$ cat src/rtl/i2c_irq_pkg.sv
// Package: shared constants for the I2C interrupt vector unit.
// Assumes seven event classes in fixed priority order (index 0 highest).
package i2c_irq_pkg;

    localparam int unsigned N_EVT  = 7;
    localparam int unsigned CODE_W = $clog2(N_EVT + 1);

    // Event indices; the index is both the status/mask bit and code-1.
    typedef enum logic [2:0] {
        EV_ARB_LOST = 3'd0,
        EV_NO_ACK   = 3'd1,
        EV_ACC_RDY  = 3'd2,
        EV_RX_RDY   = 3'd3,
        EV_TX_RDY   = 3'd4,
        EV_STOP_SEEN = 3'd5,
        EV_ADDR_HIT = 3'd6
    } evt_idx_e;

    // Register byte offsets.
    localparam logic [5:0] OFS_MASK = 6'h04;
    localparam logic [5:0] OFS_STAT = 6'h08;
    localparam logic [5:0] OFS_VEC  = 6'h28;

    // Flags retired by a vector read or by write-one-to-clear.
    localparam logic [N_EVT-1:0] SW_CLEARABLE = 7'b110_0111;

    // Live status bit positions.
    localparam int unsigned STAT_SHIFT_FULL = 11;
    localparam int unsigned STAT_BUS_BUSY   = 12;

endpackage

$ cat src/rtl/evt_flag_bank.sv
// Module: bank of sticky event flags.
// Each flag sets on its pulse and clears on its clear request; a set
// in the same cycle as a clear wins. Assumes synchronous active-low reset.
module evt_flag_bank #(
    parameter int unsigned WIDTH = 7
) (
    input  logic             clk,
    input  logic             rst_n,
    input  logic [WIDTH-1:0] set_i,
    input  logic [WIDTH-1:0] clr_i,
    output logic [WIDTH-1:0] flag_o
);

    logic [WIDTH-1:0] flag_q;

    for (genvar g = 0; g < WIDTH; g++) begin : g_flag
        // Per-bit sticky flag with set priority.
        always_ff @(posedge clk) begin
            if (!rst_n)
                flag_q[g] <= 1'b0;
            else if (set_i[g])
                flag_q[g] <= 1'b1;
            else if (clr_i[g])
                flag_q[g] <= 1'b0;
        end
    end

    assign flag_o = flag_q;

    // a pulsed flag is set on the following cycle, whatever the clears.
    p_set_wins_r11: assert property (@(posedge clk) disable iff (!rst_n)
        (set_i != '0) |=> ((flag_q & $past(set_i)) == $past(set_i)));

    // a clear without a set leaves the flag low.
    p_clear_takes_r6: assert property (@(posedge clk) disable iff (!rst_n)
        ((clr_i & ~set_i) != '0) |=> ((flag_q & $past(clr_i & ~set_i)) == '0));

endmodule

$ cat src/rtl/irq_prio_enc.sv
// Module: fixed-priority encoder from pending bits to a vector code.
// Bit 0 is the highest priority; the code is index+1, or 0 when idle.
module irq_prio_enc #(
    parameter int unsigned N  = 7,
    parameter int unsigned CW = $clog2(N + 1)
) (
    input  logic [N-1:0]  pend_i,
    output logic [CW-1:0] code_o
);

    // Scan from the lowest priority up so the lowest index is written last.
    always_comb begin
        code_o = '0;
        for (int i = N - 1; i >= 0; i--) begin
            if (pend_i[i])
                code_o = CW'(i + 1);
        end
    end

endmodule

$ cat src/rtl/bus_line_state.sv
// Module: live bus-condition levels for the status word.
// Busy sets on a start and clears on a stop (start wins); shift-full
// is passed through as a level. Assumes synchronous active-low reset.
module bus_line_state (
    input  logic clk,
    input  logic rst_n,
    input  logic start_i,
    input  logic stop_i,
    input  logic shift_full_i,
    output logic busy_o,
    output logic shift_full_o
);

    logic busy_q;

    // Track bus ownership between start and stop conditions.
    always_ff @(posedge clk) begin
        if (!rst_n)
            busy_q <= 1'b0;
        else if (start_i)
            busy_q <= 1'b1;
        else if (stop_i)
            busy_q <= 1'b0;
    end

    assign busy_o       = busy_q;
    assign shift_full_o = shift_full_i;

    p_start_busy_r9: assert property (@(posedge clk) disable iff (!rst_n)
        start_i |=> busy_q);

    p_stop_idle_r9: assert property (@(posedge clk) disable iff (!rst_n)
        (stop_i && !start_i) |=> !busy_q);

endmodule

$ cat src/rtl/i2c_irq_vector.sv
// Module: I2C interrupt vector and status unit (top).
// Latches event pulses, masks them, encodes the winner into a vector
// register with clear-on-read, and drives one interrupt line.
// Assumes register reads are combinational, with side effects taken at
// the clock edge where reg_rd is high. Synchronous active-low reset.
module i2c_irq_vector
    import i2c_irq_pkg::*;
#(
    parameter int unsigned ADDR_W = 6,
    parameter int unsigned DATA_W = 16
) (
    input  logic              clk,
    input  logic              rst_n,
    input  logic [N_EVT-1:0]  evt_pulse,
    input  logic              rx_data_taken,
    input  logic              tx_data_loaded,
    input  logic              bus_start,
    input  logic              bus_stop,
    input  logic              shift_full,
    input  logic              reg_wr,
    input  logic              reg_rd,
    input  logic [ADDR_W-1:0] reg_addr,
    input  logic [DATA_W-1:0] reg_wdata,
    output logic [DATA_W-1:0] reg_rdata,
    output logic              irq
);

    localparam logic [ADDR_W-1:0] A_MASK = ADDR_W'(OFS_MASK);
    localparam logic [ADDR_W-1:0] A_STAT = ADDR_W'(OFS_STAT);
    localparam logic [ADDR_W-1:0] A_VEC  = ADDR_W'(OFS_VEC);

    logic [N_EVT-1:0]  mask_q;
    logic [N_EVT-1:0]  flags;
    logic [N_EVT-1:0]  pend;
    logic [N_EVT-1:0]  clr_req;
    logic [N_EVT-1:0]  clr_w1c;
    logic [N_EVT-1:0]  clr_vec;
    logic [N_EVT-1:0]  clr_data;
    logic [CODE_W-1:0] vec_code;
    logic              busy;
    logic              sfull;
    logic              wr_mask;
    logic              wr_stat;
    logic              rd_vec;

    assign wr_mask = reg_wr && (reg_addr == A_MASK);
    assign wr_stat = reg_wr && (reg_addr == A_STAT);
    assign rd_vec  = reg_rd && (reg_addr == A_VEC);

    // Interrupt enable mask register.
    always_ff @(posedge clk) begin
        if (!rst_n)
            mask_q <= '0;
        else if (wr_mask)
            mask_q <= reg_wdata[N_EVT-1:0];
    end

    // Write-one-to-clear request, limited to software-clearable flags.
    always_comb begin
        clr_w1c = '0;
        if (wr_stat)
            clr_w1c = reg_wdata[N_EVT-1:0] & SW_CLEARABLE;
    end

    // Clear-on-read of the reported event, one-hot from the vector code.
    for (genvar g = 0; g < N_EVT; g++) begin : g_vec_clr
        assign clr_vec[g] = rd_vec && SW_CLEARABLE[g]
                            && (vec_code == CODE_W'(g + 1));
    end

    // Data-path clears for the receive and transmit ready flags.
    always_comb begin
        clr_data            = '0;
        clr_data[EV_RX_RDY] = rx_data_taken;
        clr_data[EV_TX_RDY] = tx_data_loaded;
    end

    assign clr_req = clr_w1c | clr_vec | clr_data;

    evt_flag_bank #(
        .WIDTH (N_EVT)
    ) u_flags (
        .clk    (clk),
        .rst_n  (rst_n),
        .set_i  (evt_pulse),
        .clr_i  (clr_req),
        .flag_o (flags)
    );

    assign pend = flags & mask_q;

    irq_prio_enc #(
        .N  (N_EVT),
        .CW (CODE_W)
    ) u_enc (
        .pend_i (pend),
        .code_o (vec_code)
    );

    bus_line_state u_bus (
        .clk          (clk),
        .rst_n        (rst_n),
        .start_i      (bus_start),
        .stop_i       (bus_stop),
        .shift_full_i (shift_full),
        .busy_o       (busy),
        .shift_full_o (sfull)
    );

    assign irq = |pend;

    // Register readback multiplexer.
    always_comb begin
        reg_rdata = '0;
        case (reg_addr)
            A_MASK: reg_rdata[N_EVT-1:0] = mask_q;
            A_STAT: begin
                reg_rdata[N_EVT-1:0]       = flags;
                reg_rdata[STAT_SHIFT_FULL] = sfull;
                reg_rdata[STAT_BUS_BUSY]   = busy;
            end
            A_VEC:  reg_rdata[CODE_W-1:0] = vec_code;
            default: reg_rdata = '0;
        endcase
    end

    // the line and the encoder agree on whether work is pending.
    p_irq_has_code_r4: assert property (@(posedge clk) disable iff (!rst_n)
        irq == (vec_code != '0));

    // the reported event is pending and enabled.
    p_winner_pending_r5: assert property (@(posedge clk) disable iff (!rst_n)
        (vec_code != '0) |-> pend[vec_code - 1'b1]);

    // no higher-priority enabled event is pending.
    p_no_higher_r5: assert property (@(posedge clk) disable iff (!rst_n)
        (vec_code != '0) |->
        ((pend & ((N_EVT'(1) << (vec_code - 1'b1)) - N_EVT'(1))) == '0));

    // the mask changes only on a write to its offset.
    p_mask_hold_r3: assert property (@(posedge clk) disable iff (!rst_n)
        !wr_mask |=> $stable(mask_q));

endmodule

$ cat config.mk
export PLATFORM = sky130hd
export DESIGN_NAME = i2c_irq_vector
export DESIGN_NICKNAME = d
export VERILOG_FILES = /design/src/rtl/i2c_irq_pkg.sv /design/src/rtl/evt_flag_bank.sv /design/src/rtl/irq_prio_enc.sv /design/src/rtl/bus_line_state.sv /design/src/rtl/i2c_irq_vector.sv
export SDC_FILE = /design/constraint.sdc
export NUM_CORES = 1
export LEC_CHECK = 0
export ABC_AREA = 0
export BUFFER_PORTS_ARGS = -buffer_cell sky130_fd_sc_hd__buf_2
export CELL_PAD_IN_SITES_DETAIL_PLACEMENT = 1
export CELL_PAD_IN_SITES_GLOBAL_PLACEMENT = 1
export CORE_MARGIN = 2
export CORE_UTILIZATION = 33
export DETAILED_ROUTE_END_ITERATION = 10
export PLACE_DENSITY_LB_ADDON = 0.2
export SETUP_SLACK_MARGIN = 0.2
export SYNTH_ARGS = -nofsm -noshare
export SYNTH_HDL_FRONTEND = slang
export SYNTH_SLANG_ARGS = --single-unit
export TNS_END_PERCENT = 10
$ cat constraint.sdc
create_clock -name clk -period 2.9 [get_ports clk]
set_input_delay 0.435 -clock clk [delete_from_list [all_inputs] [get_ports clk]]
set_output_delay 0.435 -clock clk [all_outputs]
set_load 0.05 [all_outputs]
==> run metrics, run 1 <==
status complete, but fails checks; failing checks DRC; die area approximately 3400 µm²; routed wire length around 2800 µm; Crit Path Max Fanout 12; final core occ 42.1%; Synth Register Bits 15; Area after DPL 1150 µm²; first-pass GRT wire length ~4500 µm; # rows 19; maximum vdd drop 0.275 mV; min cycle time layout approximately 2.4 ns; synth unique cells 36; setup TNS 0 ns; share of flip-flops with an asynchronous set or reset 0%; cts repair resizes 0; Post-synth EDFFs 0; Post-Layout Inst Area 1180 µm²; Final ANT Viol Nets 0; Crit path arrival time 1.94 ns; htree depth 1; initial core utilization between 30% and 40%; post-CTS setup repair buffer count 0; clk_lat worst skew 0.31 ns; Syn Inst Count 115; clock slew at reported path FFs 0.11 ns; drt drc 6; Core ar. about 2800 µm²; Hold Buf Count CTS 0; # clock sinks 15; layout cells sized above 1 32.5%; max frequency 422 MHz; crit start category input pin; Yosys warnings 0; static leakage 0.000536 µW; CTS root buf clkbuf_4; vias in the first global route 965; endpoints failing hold 0; Fillers 355; I/O Buffers 38; grt ovf 0; DP HPWL 2050 µm; total of max-cap violations 0; GPL Wtd Cong 0.827; Hold WC Path Type in -> reg; die height roughly 60 µm; PD cells 376 nW/µm²; critical path class in -> out; Area Overhead vs Synth 19.6%; antenna violations before repair 0; register area share after synthesis just over 30%; crit share post-route about four fifths; Synth top area share 30.4%; Diodes inserted 0; setup violators final 0; vias per inst approximately 5.6; clk buf depth 2; dpl ws ~0.53 ns; nets between 150 and 200; top cells by area, synth dfxtp_1 (30%), a22o_1 (7.1%), nand2_1 (6.8%); GRT Util Overall 17.0%; first drt pass iteration count 7; area leader, netlist dfxtp_1; total CTS buffers 3; vias 1020; largest net degree at the start of global routing 21; wire per inst 15.4 µm; average cell area after synthesis 8.60 µm²; synthesized area 988 µm²; setup ws final 0.528 ns; pins over their slew limit 0; TritonCTS clock tree yes; RSZ-0062 raised after global routing false; Die Width between 50 and 60 µm; Critical Path End Type output port; Main synth FF type dfxtp_1; Worst Skew approximately 0.012 ns; I/O Pins 55; initial drt markers 35; CP required 2.47 ns
-- placed cells by master (no fill, tap or decap) --
cell type / count
a2111oi_2: 1
a21boi_1: 5
a21o_1: 1
a21oi_1: 1
a221o_1: 2
a222oi_1: 1
a22o_1: 8
a22oi_1: 2
a31o_2: 1
a31oi_1: 2
a32o_1: 1
a41oi_1: 1
and2_4: 1
and3_1: 4
and3b_2: 1
buf_2: 38
clkbuf_4: 3
clkinvlp_4: 1
conb_1: 7
dfxtp_1: 15
inv_1: 1
mux2i_1: 2
nand2_1: 18
nand3_1: 11
nand4_1: 3
nand4b_2: 1
nor2b_1: 7
nor3_1: 2
nor4_4: 1
o211a_1: 2
o211ai_1: 1
o21a_1: 3
o21ai_0: 1
o221ai_2: 1
o31ai_1: 1
-- report_power, final --
part           internal (µW)  switching, µW
clock network           52.8           86.3
logic                   29.2           49.9
registers                216           10.7
total                    298            147
-- final cells by class --
| type | instances | area, µm² | share of cell area [%] |
|---|---|---|---|
| sequential | 15 | 300 | 25.4 |
| inverter | 1 | 3.75 | 0.317 |
| clock buffer | 3 | 22.5 | 1.90 |
| timing repair buffer | 38 | 190 | 16.1 |
| clock inverter | 1 | 7.51 | 0.635 |
| tap | 31 | 38.8 | 3.28 |
| multi-input combinational | 93 | 619 | 52.4 |
-- worst max-delay path, stage by stage --
cell and delay [ns]:
buf_2 0.14, nor4_4 0.40, and3b_2 0.42, a21oi_1 0.09
o221ai_2 0.16, buf_2 0.29
-- final timing paths --
| path | depth (start not counted) | slack (ns) | from | end |
|---|---|---|---|---|
| worst max-delay path | 6 | 0.53 | reg_addr[5] | reg_rdata[0] |
| worst min-delay path | 3 | 0.31 | evt_pulse[6] | u_flags.flag_o[6] |
| worst max register to register | 4 | 1.44 | mask_q[1] | u_flags.flag_o[6] |
| worst min register to register | 2 | 0.49 | mask_q[0] | mask_q[0] |
-- cell usage after synthesis (all sizes together) (2+ instances only) --
| master | instances |
|---|---|
| a21boi | 5 |
| a221o | 2 |
| a22o | 8 |
| a22oi | 2 |
| a31oi | 2 |
| and3 | 4 |
| buf | 10 |
| clkbuf | 2 |
| dfxtp | 15 |
| mux2i | 2 |
| nand2 | 18 |
| nand3 | 11 |
| nand4 | 3 |
| nor2b | 7 |
| nor3 | 2 |
| o211a | 2 |
| o21a | 3 |
-- state kept, by name, indices dropped and copies added (netlist names) --
| register | flops |
|---|---|
| u_flags.flag_o | 7 |
| u_bus.busy_o | 1 |
| mask_q | 7 |
-- cells by family (layout without fill, tap and decap cells) --
group | after synthesis | after routing | share of synthesized area, %
compound gates | 35 | 35 | 30.1
buf+inv | 13 | 43 | 9.24
flops | 15 | 15 | 30.4
mux | 2 | 2 | 2.03
other cells | 1 | 7 | 0.379
simple gates | 49 | 49 | 27.8
-- routing by layer --
metal / track usage (%) / share of wire (%) / wire (µm) / vias to the layer above
li1: - / - / - / 497
met1: 22.6 / 46 / 1300 / 480
met2: 26.3 / 44 / 1230 / 38
met3: 6.37 / 8.7 / 245 / 5
met4: 3.90 / 1.1 / 30 / 0
met5: 0 / 0 / 0 / -
-- per-stage QoR --
step                      power, µW  instances  hold WS (ns)
after CTS                       448        182         0.311
after global placement          308        178         0.480
after detailed placement        310        178         0.489
after global routing            463        182         0.311
after floorplan                 286        121         0.461
final                           445        182         0.310
(Power assumes the default switching activity.)
==> run 2: changes to the inputs <==
--- a/config.mk
+++ b/config.mk
@@ -10,7 +10,7 @@
 export CELL_PAD_IN_SITES_DETAIL_PLACEMENT = 1
 export CELL_PAD_IN_SITES_GLOBAL_PLACEMENT = 1
 export CORE_MARGIN = 2
-export CORE_UTILIZATION = 33
+export CORE_UTILIZATION = 30
 export DETAILED_ROUTE_END_ITERATION = 10
 export PLACE_DENSITY_LB_ADDON = 0.2
 export SETUP_SLACK_MARGIN = 0.2
==> constraint.sdc (replaced) <==
create_clock -name clk -period 2.35 [get_ports clk]
set_input_delay 0.3525 -clock clk [delete_from_list [all_inputs] [get_ports clk]]
set_output_delay 0.3525 -clock clk [all_outputs]
set_load 0.05 [all_outputs]
==> run 2 against run 1 <==
Compared with the run above: the run now ends clean; highest routed layer unchanged; worst setup slack worse by 0.23 ns; sequential share of layout area is 0.47 points lower; combinational power is 25% higher; core utilization is 3.0 points lower; worst hold slack worse by 0.049 ns; die area is 9.3% higher; power is 20% higher; register-to-register slack worse by 0.51 ns; first-iteration DRC count is 2.9% higher; cell area is 2.8% higher; wire length is 0.14% higher.
==> run metrics, run 2 (synthesized netlist as in run 1, its figures left out) <==
status completed; first drt pass iteration count 4; busiest grt layer met2; htree depth 1; vias in the first global route 1017; # clock sinks 15; endpoints failing hold 0; most common cell after layout, fill and taps aside buf_2; Crit path arrival time 1.70 ns; routing usage on met2 between 20% and 30%; PD cells 439 nW/µm²; static leakage 0.000548 µW; I/O Buffers 38; crit share post-route 87.3%; M1 GR Usage 19.3%; initial drt markers 36; number of instances in the placed design about 190; Final ANT Viol Nets 0; CP required around 2.0 ns; final core occ around two fifths; crit start category flip-flop; Post-Layout Inst Area 1210 µm²; nets 192; maximum vdd drop roughly 0.21 mV; M3 GR Usage approximately 3.2%; Hold WC Path Type in -> reg; drt drc 0; setup violators final 0; post-CTS setup repair buffer count 0; die height 61.4 µm; Core ar. approximately 3100 µm²; routed wire length roughly 2800 µm; largest net degree at the start of global routing 21; pins over their slew limit 0; fin cells a little under 200; I/O Pins between 50 and 60; Reg power frac 52.5%; total CTS buffers 3; Clock Power Share between 20% and 30%; Psw 163 µW; max frequency 488 MHz; layout cells sized above 1 about a third; cell-internal power around 370 µW; total of max-cap violations 0; Worst Skew 0.0102 ns; dpl ws between 0.2 and 0.3 ns; Hold Buf Count CTS 0; Die Width 61.4 µm; TritonCTS clock tree yes; RSZ-0062 raised after global routing true; first-pass GRT wire length 4530 µm; Logic pwr share 18.5%; sw frac between 30% and 40%; wire per inst ~14 µm; antenna violations before repair 0; die area 3770 µm²; Critical Path End Type output port; CTS root buf clkbuf_4; most frequent cells in the layout buf_2 (37), nand2_1 (18), dfxtp_1 (13); DP HPWL around 2200 µm; clk buf depth 2; setup ws final 0.299 ns; # rows 20; vias 1027; grt ovf 0; Diodes inserted 0; clk_lat worst skew 0.29 ns; initial core utilization 31.9%; min cycle time layout 2.05 ns; vias per inst 5.21; GRT Util Overall 16.0%; setup TNS 0 ns; Area Overhead vs Synth 22.9%; Crit Path Max Fanout 6; clock slew at reported path FFs 0.10 ns; GPL Wtd Cong about 0.75; Area after DPL roughly 1200 µm²; critical path class reg -> out
[run 2: layout make-up]
| type | count | area [µm²] |
|---|---|---|
| multi-input cells | 93 | 619 |
| repair buffers | 40 | 208 |
| inverters | 1 | 3.75 |
| clock buffers | 4 | 26.3 |
| fillers | 404 | 1890 |
| well taps | 44 | 55.1 |
| flip-flops and latches | 15 | 303 |
[run 2: final timing paths]
path	endpoint	slack, ns	startpoint	cells after the start
setup / recovery	reg_rdata[0]	0.30	mask_q[2]	5
hold / removal	u_flags.flag_o[6]	0.26	evt_pulse[6]	3
setup reg to reg	u_flags.flag_o[6]	0.93	u_flags.flag_o[0]	4
hold reg to reg	mask_q[4]	0.50	mask_q[4]	2
[run 2: through the flow]
stage | hold WS, ns | total power, µW
floorplan | 0.461 | 353
global placement | 0.477 | 382
detailed placement | 0.493 | 384
CTS | 0.258 | 539
global route | 0.264 | 558
finish | 0.260 | 533
[run 2: repair_timing]
action                                 CTS  global route
setup endpoints to repair                1             3
endpoints found under the hold margin    0             0
gates resized for setup                  1             2
[run 2: worst max-delay path, stage by stage (launching register included)]
cell and delay (ns):
dfxtp_2 0.39, nand2_1 0.10, a32o_1 0.30, a21o_1 0.21, o221ai_2 0.17, buf_4 0.22
[run 2: power by group through the flow]
stage	Clock, µW	Sequential (µW)	Combinational, µW
2_1_floorplan	0	281	71.6
3_3_place_gp	0	285	97.3
3_5_place_dp	0	285	99.1
4_1_cts	160	280	99.4
5_1_grt	169	282	108
6_report	155	280	98.8
[run 2: layer usage]
| layer | part of all wire, % | routed length [µm] |
|---|---|---|
| met5 | 0 | 0 |
| met4 | 0.68 | 19 |
| met3 | 6.4 | 179 |
| met2 | 49 | 1370 |
| met1 | 44 | 1240 |
